$ cat config.mk
export PLATFORM = sky130hd
export DESIGN_NAME = pwm_gctl
export DESIGN_NICKNAME = d
export VERILOG_FILES = /design/src/rtl/pwm_gctl_pkg.sv /design/src/rtl/pwm_gctl_decode.sv /design/src/rtl/pwm_gctl_w1sc.sv /design/src/rtl/pwm_gctl_irq.sv /design/src/rtl/pwm_gctl.sv
export SDC_FILE = /design/constraint.sdc
export NUM_CORES = 1
export LEC_CHECK = 0
export BUFFER_PORTS_ARGS = -buffer_cell sky130_fd_sc_hd__buf_2
export CAP_MARGIN = 20
export CORE_MARGIN = 4
export CORE_UTILIZATION = 25
export CTS_CLUSTER_DIAMETER = 200
export CTS_CLUSTER_SIZE = 16
export DETAILED_ROUTE_END_ITERATION = 8
export PLACE_DENSITY = 0.65
export SLEW_MARGIN = 10
export SYNTH_ARGS = -nofsm -noshare
export SYNTH_HDL_FRONTEND = slang
export SYNTH_SLANG_ARGS = --single-unit
$ cat constraint.sdc
create_clock -name clk -period 1.5 [get_ports clk]
set_input_delay 0.15 -clock clk [delete_from_list [all_inputs] [get_ports clk]]
set_output_delay 0.15 -clock clk [all_outputs]
set_load 0.03 [all_outputs]
$ cat src/rtl/pwm_gctl_pkg.sv
package pwm_gctl_pkg;

   // Global register byte offsets
   localparam logic [31:0] OFS_MODE  = 32'h00;
   localparam logic [31:0] OFS_ENA   = 32'h04;
   localparam logic [31:0] OFS_DIS   = 32'h08;
   localparam logic [31:0] OFS_STAT  = 32'h0C;
   localparam logic [31:0] OFS_IEN   = 32'h10;
   localparam logic [31:0] OFS_IDIS  = 32'h14;
   localparam logic [31:0] OFS_IMASK = 32'h18;
   localparam logic [31:0] OFS_ISR   = 32'h1C;

   // Address match flags for the global registers
   typedef struct packed {
      logic mode;
      logic ena;
      logic dis;
      logic stat;
      logic ien;
      logic idis;
      logic imask;
      logic isr;
   } gctl_hit_t;

   function automatic bit is_pow2(input int unsigned v);
      return (v != 0) && ((v & (v - 1)) == 0);
   endfunction

endpackage

$ cat src/rtl/pwm_gctl_decode.sv
module pwm_gctl_decode
   import pwm_gctl_pkg::*;
#(
   parameter int unsigned AW          = 12,
   parameter int unsigned NCH         = 4,
   parameter int unsigned BANK_BASE   = 32'h200,
   parameter int unsigned BANK_STRIDE = 32'h20,
   localparam int unsigned OFFW       = $clog2(BANK_STRIDE),
   localparam int unsigned IDXW       = (NCH > 1) ? $clog2(NCH) : 1
) (
   input  logic [AW-1:0]   addr_i,
   input  logic            acc_i,
   output gctl_hit_t       hit_o,
   output logic            bank_hit_o,
   output logic [IDXW-1:0] bank_idx_o,
   output logic [NCH-1:0]  bank_sel_o,
   output logic [OFFW-1:0] bank_off_o
);

   localparam logic [31:0] BASE_W = 32'(BANK_BASE);
   localparam logic [31:0] SPAN_W = 32'(NCH * BANK_STRIDE);

   logic [31:0] addr_w;
   logic [31:0] rel_w;

   assign addr_w = 32'(addr_i);
   assign rel_w  = addr_w - BASE_W;

   always_comb begin
      hit_o.mode  = (addr_w == OFS_MODE);
      hit_o.ena   = (addr_w == OFS_ENA);
      hit_o.dis   = (addr_w == OFS_DIS);
      hit_o.stat  = (addr_w == OFS_STAT);
      hit_o.ien   = (addr_w == OFS_IEN);
      hit_o.idis  = (addr_w == OFS_IDIS);
      hit_o.imask = (addr_w == OFS_IMASK);
      hit_o.isr   = (addr_w == OFS_ISR);
   end

   // Bank window: BASE .. BASE + NCH*STRIDE - 1
   assign bank_hit_o = (addr_w >= BASE_W) && (rel_w < SPAN_W);
   assign bank_idx_o = rel_w[OFFW +: IDXW];
   assign bank_off_o = rel_w[OFFW-1:0];

   generate
      for (genvar gi = 0; gi < NCH; gi++) begin : g_bank_sel
         assign bank_sel_o[gi] = acc_i && bank_hit_o &&
                                 (rel_w[OFFW +: IDXW] == IDXW'(gi));
      end
   endgenerate

   // A global register and a bank can never share an address
   always_comb begin
      AST_GLOBAL_NOT_IN_BANK: assert (!(bank_hit_o && (hit_o != '0)));
   end

endmodule

$ cat src/rtl/pwm_gctl_w1sc.sv
module pwm_gctl_w1sc #(
   parameter int unsigned W = 4
) (
   input  logic         clk,
   input  logic         rst_n,
   input  logic         set_i,
   input  logic         clr_i,
   input  logic [W-1:0] bits_i,
   output logic [W-1:0] q_o
);

   logic [W-1:0] q_r;

   always_ff @(posedge clk) begin
      if (!rst_n)
         q_r <= '0;
      else if (set_i)
         q_r <= q_r | bits_i;
      else if (clr_i)
         q_r <= q_r & ~bits_i;
   end

   assign q_o = q_r;

   // Set and clear come from different offsets of a single-access port
   AST_SET_CLR_EXCLUSIVE: assert property (@(posedge clk) disable iff (!rst_n)
      !(set_i && clr_i));

   AST_W1S_ONES_TAKE: assert property (@(posedge clk) disable iff (!rst_n)
      set_i |=> ((q_o & $past(bits_i)) == $past(bits_i)));

   AST_W1S_ZEROS_KEEP: assert property (@(posedge clk) disable iff (!rst_n)
      set_i |=> (((q_o ^ $past(q_o)) & ~$past(bits_i)) == '0));

   AST_W1C_ONES_TAKE: assert property (@(posedge clk) disable iff (!rst_n)
      (clr_i && !set_i) |=> ((q_o & $past(bits_i)) == '0));

   AST_W1C_ZEROS_KEEP: assert property (@(posedge clk) disable iff (!rst_n)
      (clr_i && !set_i) |=> (((q_o ^ $past(q_o)) & ~$past(bits_i)) == '0));

   AST_IDLE_HOLDS: assert property (@(posedge clk) disable iff (!rst_n)
      (!set_i && !clr_i) |=> $stable(q_o));

endmodule

$ cat src/rtl/pwm_gctl_irq.sv
module pwm_gctl_irq #(
   parameter int unsigned NCH     = 4,
   parameter int unsigned IRQ_REG = 0
) (
   input  logic           clk,
   input  logic           rst_n,
   input  logic [NCH-1:0] evt_i,
   input  logic [NCH-1:0] en_i,
   input  logic           ack_i,
   input  logic [NCH-1:0] mask_i,
   output logic [NCH-1:0] stat_o,
   output logic           irq_o
);

   logic [NCH-1:0] stat_q;
   logic [NCH-1:0] evt_live;
   logic [NCH-1:0] ack_bits;

   assign evt_live = evt_i & en_i;
   assign ack_bits = ack_i ? stat_q : '0;

   // Acknowledge removes only what was returned; new events win
   always_ff @(posedge clk) begin
      if (!rst_n)
         stat_q <= '0;
      else
         stat_q <= (stat_q & ~ack_bits) | evt_live;
   end

   assign stat_o = stat_q;

   generate
      if (IRQ_REG == 0) begin : g_irq_comb
         assign irq_o = |(stat_q & mask_i);

         AST_IRQ_NEEDS_UNMASK: assert property (@(posedge clk) disable iff (!rst_n)
            (mask_i == '0) |-> !irq_o);
         AST_IRQ_NEEDS_PENDING: assert property (@(posedge clk) disable iff (!rst_n)
            (stat_q == '0) |-> !irq_o);
      end else begin : g_irq_flop
         logic irq_q;
         always_ff @(posedge clk) begin
            if (!rst_n)
               irq_q <= 1'b0;
            else
               irq_q <= |(stat_q & mask_i);
         end
         assign irq_o = irq_q;

         AST_IRQ_NEEDS_UNMASK: assert property (@(posedge clk) disable iff (!rst_n)
            ($past(mask_i) == '0) |-> !irq_o);
         AST_IRQ_NEEDS_PENDING: assert property (@(posedge clk) disable iff (!rst_n)
            ($past(stat_q) == '0) |-> !irq_o);
      end
   endgenerate

   AST_DISABLED_EVT_IGNORED: assert property (@(posedge clk) disable iff (!rst_n)
      ((stat_q & ~$past(stat_q) & ~$past(en_i)) == '0));

   AST_EVT_LATCHED: assert property (@(posedge clk) disable iff (!rst_n)
      (evt_live != '0) |=> ((stat_q & $past(evt_live)) == $past(evt_live)));

   AST_PENDING_HELD: assert property (@(posedge clk) disable iff (!rst_n)
      !ack_i |=> ((stat_q & $past(stat_q)) == $past(stat_q)));

   AST_ACK_DROPS: assert property (@(posedge clk) disable iff (!rst_n)
      ack_i |=> ((stat_q & $past(stat_q) & ~$past(evt_live)) == '0));

   AST_COLLIDE_KEEPS: assert property (@(posedge clk) disable iff (!rst_n)
      (ack_i && (evt_live != '0)) |=> (stat_q != '0));

endmodule

$ cat src/rtl/pwm_gctl.sv
module pwm_gctl
   import pwm_gctl_pkg::*;
#(
   parameter int unsigned AW          = 12,
   parameter int unsigned DW          = 32,
   parameter int unsigned NCH         = 4,
   parameter int unsigned BANK_BASE   = 32'h200,
   parameter int unsigned BANK_STRIDE = 32'h20,
   parameter int unsigned IRQ_REG     = 0,
   localparam int unsigned OFFW       = $clog2(BANK_STRIDE),
   localparam int unsigned IDXW       = (NCH > 1) ? $clog2(NCH) : 1
) (
   input  logic              clk,
   input  logic              rst_n,
   input  logic [AW-1:0]     reg_addr_i,
   input  logic              reg_wr_i,
   input  logic              reg_rd_i,
   input  logic [DW-1:0]     reg_wdata_i,
   output logic [DW-1:0]     reg_rdata_o,
   output logic [NCH-1:0]    bank_sel_o,
   output logic [OFFW-1:0]   bank_off_o,
   input  logic [NCH*DW-1:0] bank_rdata_i,
   input  logic [NCH-1:0]    period_end_i,
   output logic [NCH-1:0]    chan_en_o,
   output logic [DW-1:0]     mode_o,
   output logic              irq_o
);

   // ---------------- elaboration-time parameter checks ----------------
   generate
      if (NCH < 1 || NCH > 32) begin : g_bad_nch
         $error("pwm_gctl: NCH must lie in 1..32");
      end
      if (DW < NCH) begin : g_bad_dw
         $error("pwm_gctl: DW must hold one bit per channel");
      end
      if (AW > 32 || AW < 8) begin : g_bad_aw
         $error("pwm_gctl: AW must lie in 8..32");
      end
      if (!is_pow2(BANK_STRIDE) || BANK_STRIDE < 4) begin : g_bad_stride
         $error("pwm_gctl: BANK_STRIDE must be a power of two of at least 4");
      end
      if ((BANK_BASE % BANK_STRIDE) != 0 || BANK_BASE <= OFS_ISR) begin : g_bad_base
         $error("pwm_gctl: BANK_BASE must be stride aligned and above the global registers");
      end
      if (AW < 32 && (BANK_BASE + NCH * BANK_STRIDE) > (64'd1 << AW)) begin : g_bad_span
         $error("pwm_gctl: channel banks exceed the address space");
      end
      if (IRQ_REG > 1) begin : g_bad_irq
         $error("pwm_gctl: IRQ_REG must be 0 or 1");
      end
   endgenerate

   // ---------------- address decode ----------------
   gctl_hit_t        hit;
   logic             bank_hit;
   logic [IDXW-1:0]  bank_idx;

   pwm_gctl_decode #(
      .AW          (AW),
      .NCH         (NCH),
      .BANK_BASE   (BANK_BASE),
      .BANK_STRIDE (BANK_STRIDE)
   ) u_decode (
      .addr_i     (reg_addr_i),
      .acc_i      (reg_wr_i | reg_rd_i),
      .hit_o      (hit),
      .bank_hit_o (bank_hit),
      .bank_idx_o (bank_idx),
      .bank_sel_o (bank_sel_o),
      .bank_off_o (bank_off_o)
   );

   // ---------------- channel enables ----------------
   logic [NCH-1:0] en_q;

   pwm_gctl_w1sc #(.W(NCH)) u_enable (
      .clk    (clk),
      .rst_n  (rst_n),
      .set_i  (reg_wr_i & hit.ena),
      .clr_i  (reg_wr_i & hit.dis),
      .bits_i (reg_wdata_i[NCH-1:0]),
      .q_o    (en_q)
   );

   // ---------------- interrupt mask ----------------
   logic [NCH-1:0] mask_q;

   pwm_gctl_w1sc #(.W(NCH)) u_mask (
      .clk    (clk),
      .rst_n  (rst_n),
      .set_i  (reg_wr_i & hit.ien),
      .clr_i  (reg_wr_i & hit.idis),
      .bits_i (reg_wdata_i[NCH-1:0]),
      .q_o    (mask_q)
   );

   // ---------------- pending bits and interrupt line ----------------
   logic [NCH-1:0] stat_q;

   pwm_gctl_irq #(
      .NCH     (NCH),
      .IRQ_REG (IRQ_REG)
   ) u_irq (
      .clk    (clk),
      .rst_n  (rst_n),
      .evt_i  (period_end_i),
      .en_i   (en_q),
      .ack_i  (reg_rd_i & hit.isr),
      .mask_i (mask_q),
      .stat_o (stat_q),
      .irq_o  (irq_o)
   );

   // ---------------- mode word ----------------
   logic [DW-1:0] mode_q;

   always_ff @(posedge clk) begin
      if (!rst_n)
         mode_q <= '0;
      else if (reg_wr_i && hit.mode)
         mode_q <= reg_wdata_i;
   end

   // ---------------- read path ----------------
   logic [DW-1:0] bank_word [NCH];

   generate
      for (genvar gi = 0; gi < NCH; gi++) begin : g_bank_word
         assign bank_word[gi] = bank_rdata_i[gi*DW +: DW];
      end
   endgenerate

   always_comb begin
      reg_rdata_o = '0;
      if (bank_hit)
         reg_rdata_o = bank_word[bank_idx];
      else if (hit.mode)
         reg_rdata_o = mode_q;
      else if (hit.stat)
         reg_rdata_o = DW'(en_q);
      else if (hit.imask)
         reg_rdata_o = DW'(mask_q);
      else if (hit.isr)
         reg_rdata_o = DW'(stat_q);
   end

   assign chan_en_o = en_q;
   assign mode_o    = mode_q;

   // ---------------- assertions ----------------
   AST_RO_WRITE_INERT: assert property (@(posedge clk) disable iff (!rst_n)
      (reg_wr_i && (hit.stat || hit.imask || hit.isr)) |=>
         ($stable(chan_en_o) && $stable(mask_q) && $stable(mode_o)));

   AST_MODE_STORES: assert property (@(posedge clk) disable iff (!rst_n)
      (reg_wr_i && hit.mode) |=> (mode_o == $past(reg_wdata_i)));

   AST_BANK_ONEHOT: assert property (@(posedge clk) disable iff (!rst_n)
      $onehot0(bank_sel_o));

   AST_BANK_IDLE_QUIET: assert property (@(posedge clk) disable iff (!rst_n)
      (!reg_wr_i && !reg_rd_i) |-> (bank_sel_o == '0));

endmodule

; After elaboration in Yosys (flattened, before gate mapping)
; Cells that the tools add are included.
[op_classes]
n_addsub = 1
n_lt_le_gt_ge = 3
eq_ne = 10
n_mux = 13
bitwise_logic = 17
n_reduce_logical = 12
[ops]
columns = operator, n
row1 = $mux W32, 4
row2 = $bmux W32 S2, 1
row3 = $eq A12 B5 Y1 const B, 4
row4 = $logic_not A32 Y1, 1
row5 = $lt A32 B8 Y1 const B, 1
row6 = $mux W4, 8
row7 = $eq A12 B4 Y1 const B, 2
row8 = $and A4 B4 Y4, 5
row9 = $sub A12 B10 Y13 const B, 1
row10 = $eq A12 B3 Y1 const B, 1
row11 = $ge A12 B10 Y1 const B, 1
row12 = $or A4 B4 Y4, 3
row13 = $not A4 Y4, 2
row14 = $logic_and A1 B1 Y1, 7
row15 = $and A1 B1 Y1, 5
row16 = $eq A2 B2 Y1 const B, 2
row17 = $reduce_bool A2 Y1, 2
row18 = $reduce_or A4 Y1, 1
row19 = $ge A3 B3 Y1 const B, 1
row20 = $not A2 Y3, 1
row21 = $eq A2 B1 Y1 const B, 1
row22 = $logic_not A2 Y1, 1
row23 = $or A1 B1 Y1, 1
[word_totals]
regBits = 44
inputBits = 180
out_inout_bits = 78

; Longest topological paths before layout
[depth]
ltp_word = 6
depth_mapped = 8

; By module
; A second synthesis with hierarchy kept.
[hier_totals]
hier_cells = 396
hier_area_um2 = 3333.2
[modules_own_cells]
columns = module, n_inst, cells_each, area_per_inst_um2
row1 = pwm_gctl, 1, 301, 2542.4
row2 = pwm_gctl_decode, 1, 44, 311.5
row3 = pwm_gctl_w1sc, 2, 16, 155.1
row4 = pwm_gctl_irq, 1, 19, 168.9

; Worst setup path before layout
; No wires, ideal clock.
[synth_path]
kind = input-to-output
startpoint = in reg_addr_i[4]
endpoint = out bank_sel_o[1]
arrival_time_ns = 2.025
required_ns = 1.350
setup_slack_ns = -0.675
cell_stages = 5
cell_sequence = buf_6 nor4_4 nand4_2 and2_1 nor4_1
[synth_between]
elab_chain_cells = 5
elab_cells_between_ends = 7
classes_between = add/sub (1) / order compare (2) / eq/ne (1) / reduce/logical (3)
[synth_rtl]
columns = item, line
row1 = start: declaration, pwm_gctl.sv:15  ; input logic [AW-1:0] reg_addr_i,
row2 = $sub A12 B10 Y13, pwm_gctl_decode.sv:27  ; assign rel_w = addr_w - BASE_W;
row3 = $lt A32 B8 Y1, pwm_gctl_decode.sv:41  ; assign bank_hit_o = (addr_w >= BASE_W) && (rel_w < SPAN_W);
row4 = $logic_and A1 B1 Y1, pwm_gctl_decode.sv:41
row5 = $logic_and A1 B1 Y1, pwm_gctl_decode.sv:47  ; assign bank_sel_o[gi] = acc_i && bank_hit_o &&
row6 = $logic_and A1 B1 Y1 *, pwm_gctl_decode.sv:47
row7 = end: declaration, pwm_gctl.sv:20  ; output logic [NCH-1:0] bank_sel_o,
; Every way passes the cells marked *; elsewhere a longest branch is shown, timed or not.

; Worst setup path in the final report
[layout_path]
startpoint = in reg_addr_i[3]
endpoint = out reg_rdata_o[17]
[layout_between]
elab_chain_cells = 6
elab_cells_between_ends = 11
classes_between = add/sub (1) / order compare (2) / mux (5) / bitwise (1) / reduce/logical (2)
[layout_rtl]
columns = item, line
row1 = branches (longest 5 deep; another with $lt A32 B8 Y1), --
row2 = $mux W32 *, pwm_gctl.sv:136  ; if (bank_hit)
row3 = end: declaration, pwm_gctl.sv:19  ; output logic [DW-1:0] reg_rdata_o,
; Every way passes the cells marked *. The select of a mux whose other input is x is not followed.

==> results.md <==
- Wirelength per Cell: approximately 20 µm
- Area growth syn-to-layout: 87.8%
- Distinct cell type count after synthesis: between 40 and 50
- Deepest clock path buffer count: 2
- Initial antenna violation count: 0
- Vias post-DR: 3978
- M1 GR Usage: a little under a quarter
- Post-Syn Nets: ~510
- Final worst-path setup slack: -306 ps
- Htree depth: 2
- Max Cap Viol: 0
- Die Y: approximately 120 µm
- N_diodes: 0
- Clk slew on worst S/H paths: around 60 ps
- Required time of the critical path: between 1000 and 1500 ps
- Final wirelength: between 15 and 20 mm
- Worst Hold Class: in2reg
- Post-synthesis sequential area ratio: between 20% and 30%
- Final setup TNS: -9480 ps
- Clk_lat worst skew: slightly below 300 ps
- Die Width: around 120 µm
- DP HPWL: 11.0 mm
- Mux cell area share after synthesis: between 20% and 30%
- DRC: 0
- Top-area cell type share of the netlist area: 27.9%
- Leakage: ~2.8 nW
- Worst relative slew slack: about 76%
- GPL Wtd Cong: about 0.85
- Die ar.: approximately 15000 µm²
- Port Buffers: ~260
- Synth Area in Compound Gates: a little over a fifth
- Detail Route Antenna Nets: 0
- Failing checks: negative setup slack
- Synthesized area: between 3000 and 4000 µm²
- Starting Density: between 20 and 30%
- Io pins: roughly 260
- Final hold violation count: 0
- Count of state elements after synthesis: 44
- Layout cells sized above 1: roughly 70%
- Adder-cell share of the synthesized area: under 10%
- Slew @ Worst Pin: between 300 and 400 ps
- Endpoint type of the worst setup path: primary output
- GR Util met2: a little over a third
- Final min period: 1810 ps
- Synth Area in Simple Gates: 18.4%
- Power, Total: 0.00316 W
- RSZ-0062 raised after global routing: true
- Pre-CTS worst setup slack: -335 ps
- Cts hold-fix bufs: 0
- Critical Path Start Type: input port
- Crit path cell chain: buf_8 -> nor4_4 -> nand4_4 -> a21oi_4 -> buf_6 -> buf_8 -> buf_12 -> a22o_4 -> buf_6
- Xor/xnor cell area share of the yosys netlist: 0%
- Setup Skew: ~0.29 ps
- CP max stage cell: nor4_4
- First-pass GRT wire length: 22.7 mm
- VDD IR max: between 0.0004 and 0.0005 V
- Core Util, Final: about half
- TritonRoute pass-1 iters: 5
- Initial detailed-routing violation count: 157
- Area contributors post-synth: dfxtp_1, mux4_2, a22o_2
- Largest family of logic cells by synthesized area: multiplexers
- Core Rows: 40
- Largest net degree at the start of global routing: 41
- Core footprint: 12200 µm²
- Vias in the first global route: roughly 4100
- Mapped Cells: around 320
- Synth Area per Inst: between 9 and 10 µm²
- Fmax: between 0.5 and 0.6 GHz
- GR Layer Usage met3: approximately 5.3%
- Area leader, netlist: dfxtp_1
- Crit path DAT: roughly 1700 ps
- Slowest cell delay on critical path: between 300 and 400 ps
- GRT Resource Usage Total: slightly above 20%
- Crit Path Max Fanout: 7
- Global route hottest layer: met2
- Outcome: complete, but fails checks
- Period utilization: 120%
- Root Driver: clkbuf_16
- Vias per std cell: 5.09
- Total grt overflow: 0
- Power Density: 532 nW/µm²
- Synthesis Warnings: 0
- WS Path Type: in2out
- CTS tree: yes
- Final #Nets: ~800
- # clock sinks: 44
- Slew Viols, Final: 0
- Cts bufs inserted: 5
- Final setup vio count: 36
[placed cells by master (no fill, tap or decap), drive strengths merged, types with 3 or more instances in the layout]
cell type	count
buf	314
nand2	71
dfxtp	44
a21oi	41
mux4	32
a22o	27
nor2	11
clkbuf	7
a22oi	6
inv	6
mux2	4
a221o	4
a311oi	4
a21o	4
nor4	4
a32oi	4
ha	3
nor3	3
nor4b	3
nand4	3
and4	3
[stage by stage]
| step | area [µm²] | hold slack, ps | std cells |
|---|---|---|---|
| CTS | 5820 | 82.8 | 780 |
| global route | 5940 | 97.2 | 782 |
| floorplan | 3260 | 260 | 323 |
| finish | 5940 | 96.3 | 782 |
| detailed placement | 4950 | 402 | 756 |
| global placement | 4950 | 395 | 756 |
[kinds of logic (layout without fill, tap and decap cells)]
family	Yosys count	count (layout)
fa+ha+maj	3	3
mux	36	36
buf+inv	38	329
compound gates	91	91
simple gates	111	111
flops	44	44
[final timing paths]
path	slack (ps)	startpoint	cells after the start	endpoint
setup / recovery	-310	reg_addr_i[3]	9	reg_rdata_o[17]
hold / removal	100	reg_wdata_i[16]	3	mode_o[16]
setup reg to reg	670	register	4	register
hold reg to reg	480	mode_o[11]	2	mode_o[11]
[final cells by class]
class | count | area [µm²]
clock buffers | 6 | 139
well taps | 168 | 210
fillers | 1120 | 6270
flip-flops and latches | 44 | 886
multi-input cells | 241 | 2420
clock inverters | 2 | 10.0
repair buffers | 315 | 2250
inverters | 6 | 25.0
[critical path, delay by kind of cell]
kind	cells	cell delay [ps]
buffers and inverters	5	630
and+or+nand+nor	2	520
AOI/OAI and AO/OA	2	330
[cells in the mapped netlist, drive strengths merged]
cell     number
a21o          4
a21oi        41
a221o         4
a22o         27
a22oi         6
a311oi        4
a32oi         4
and2          2
and2b         1
and3b         1
and4          3
and4b         1
and4bb        2
buf          21
clkbuf       11
dfxtp        44
ha            3
inv           6
mux2          4
mux4         32
nand2        71
nand2b        2
nand3         2
nand4         3
nor2         11
nor2b         1
nor3          3
nor4          4
nor4b         3
o2bb2ai       1
or4           1
[metal layers]
metal  vias to the layer above  routed length, µm
met5                         -                  0
met4                         0                465
met3                        33               1440
met2                       237               7920
met1                      1881               5640
li1                       1827                  -
[timing repair]
action	CTS	global route
setup endpoints to repair	36	64
cloned	5	1
buffers inserted	11	2
pin swaps	11	18
gates resized for setup	130	17
[where the power goes]
group | leakage, nW | internal [W] | total, W | switching, W
combinational | 2.38 | 0.000477 | 0.000841 | 0.000364
sequential | 0.356 | 0.00117 | 0.00117 | 0.000000124
clock | 0.0766 | 0.000658 | 0.00115 | 0.000492
total | 2.81 | 0.00230 | 0.00316 | 0.000856
No activity file was read; power rests on OpenSTA's default activity.
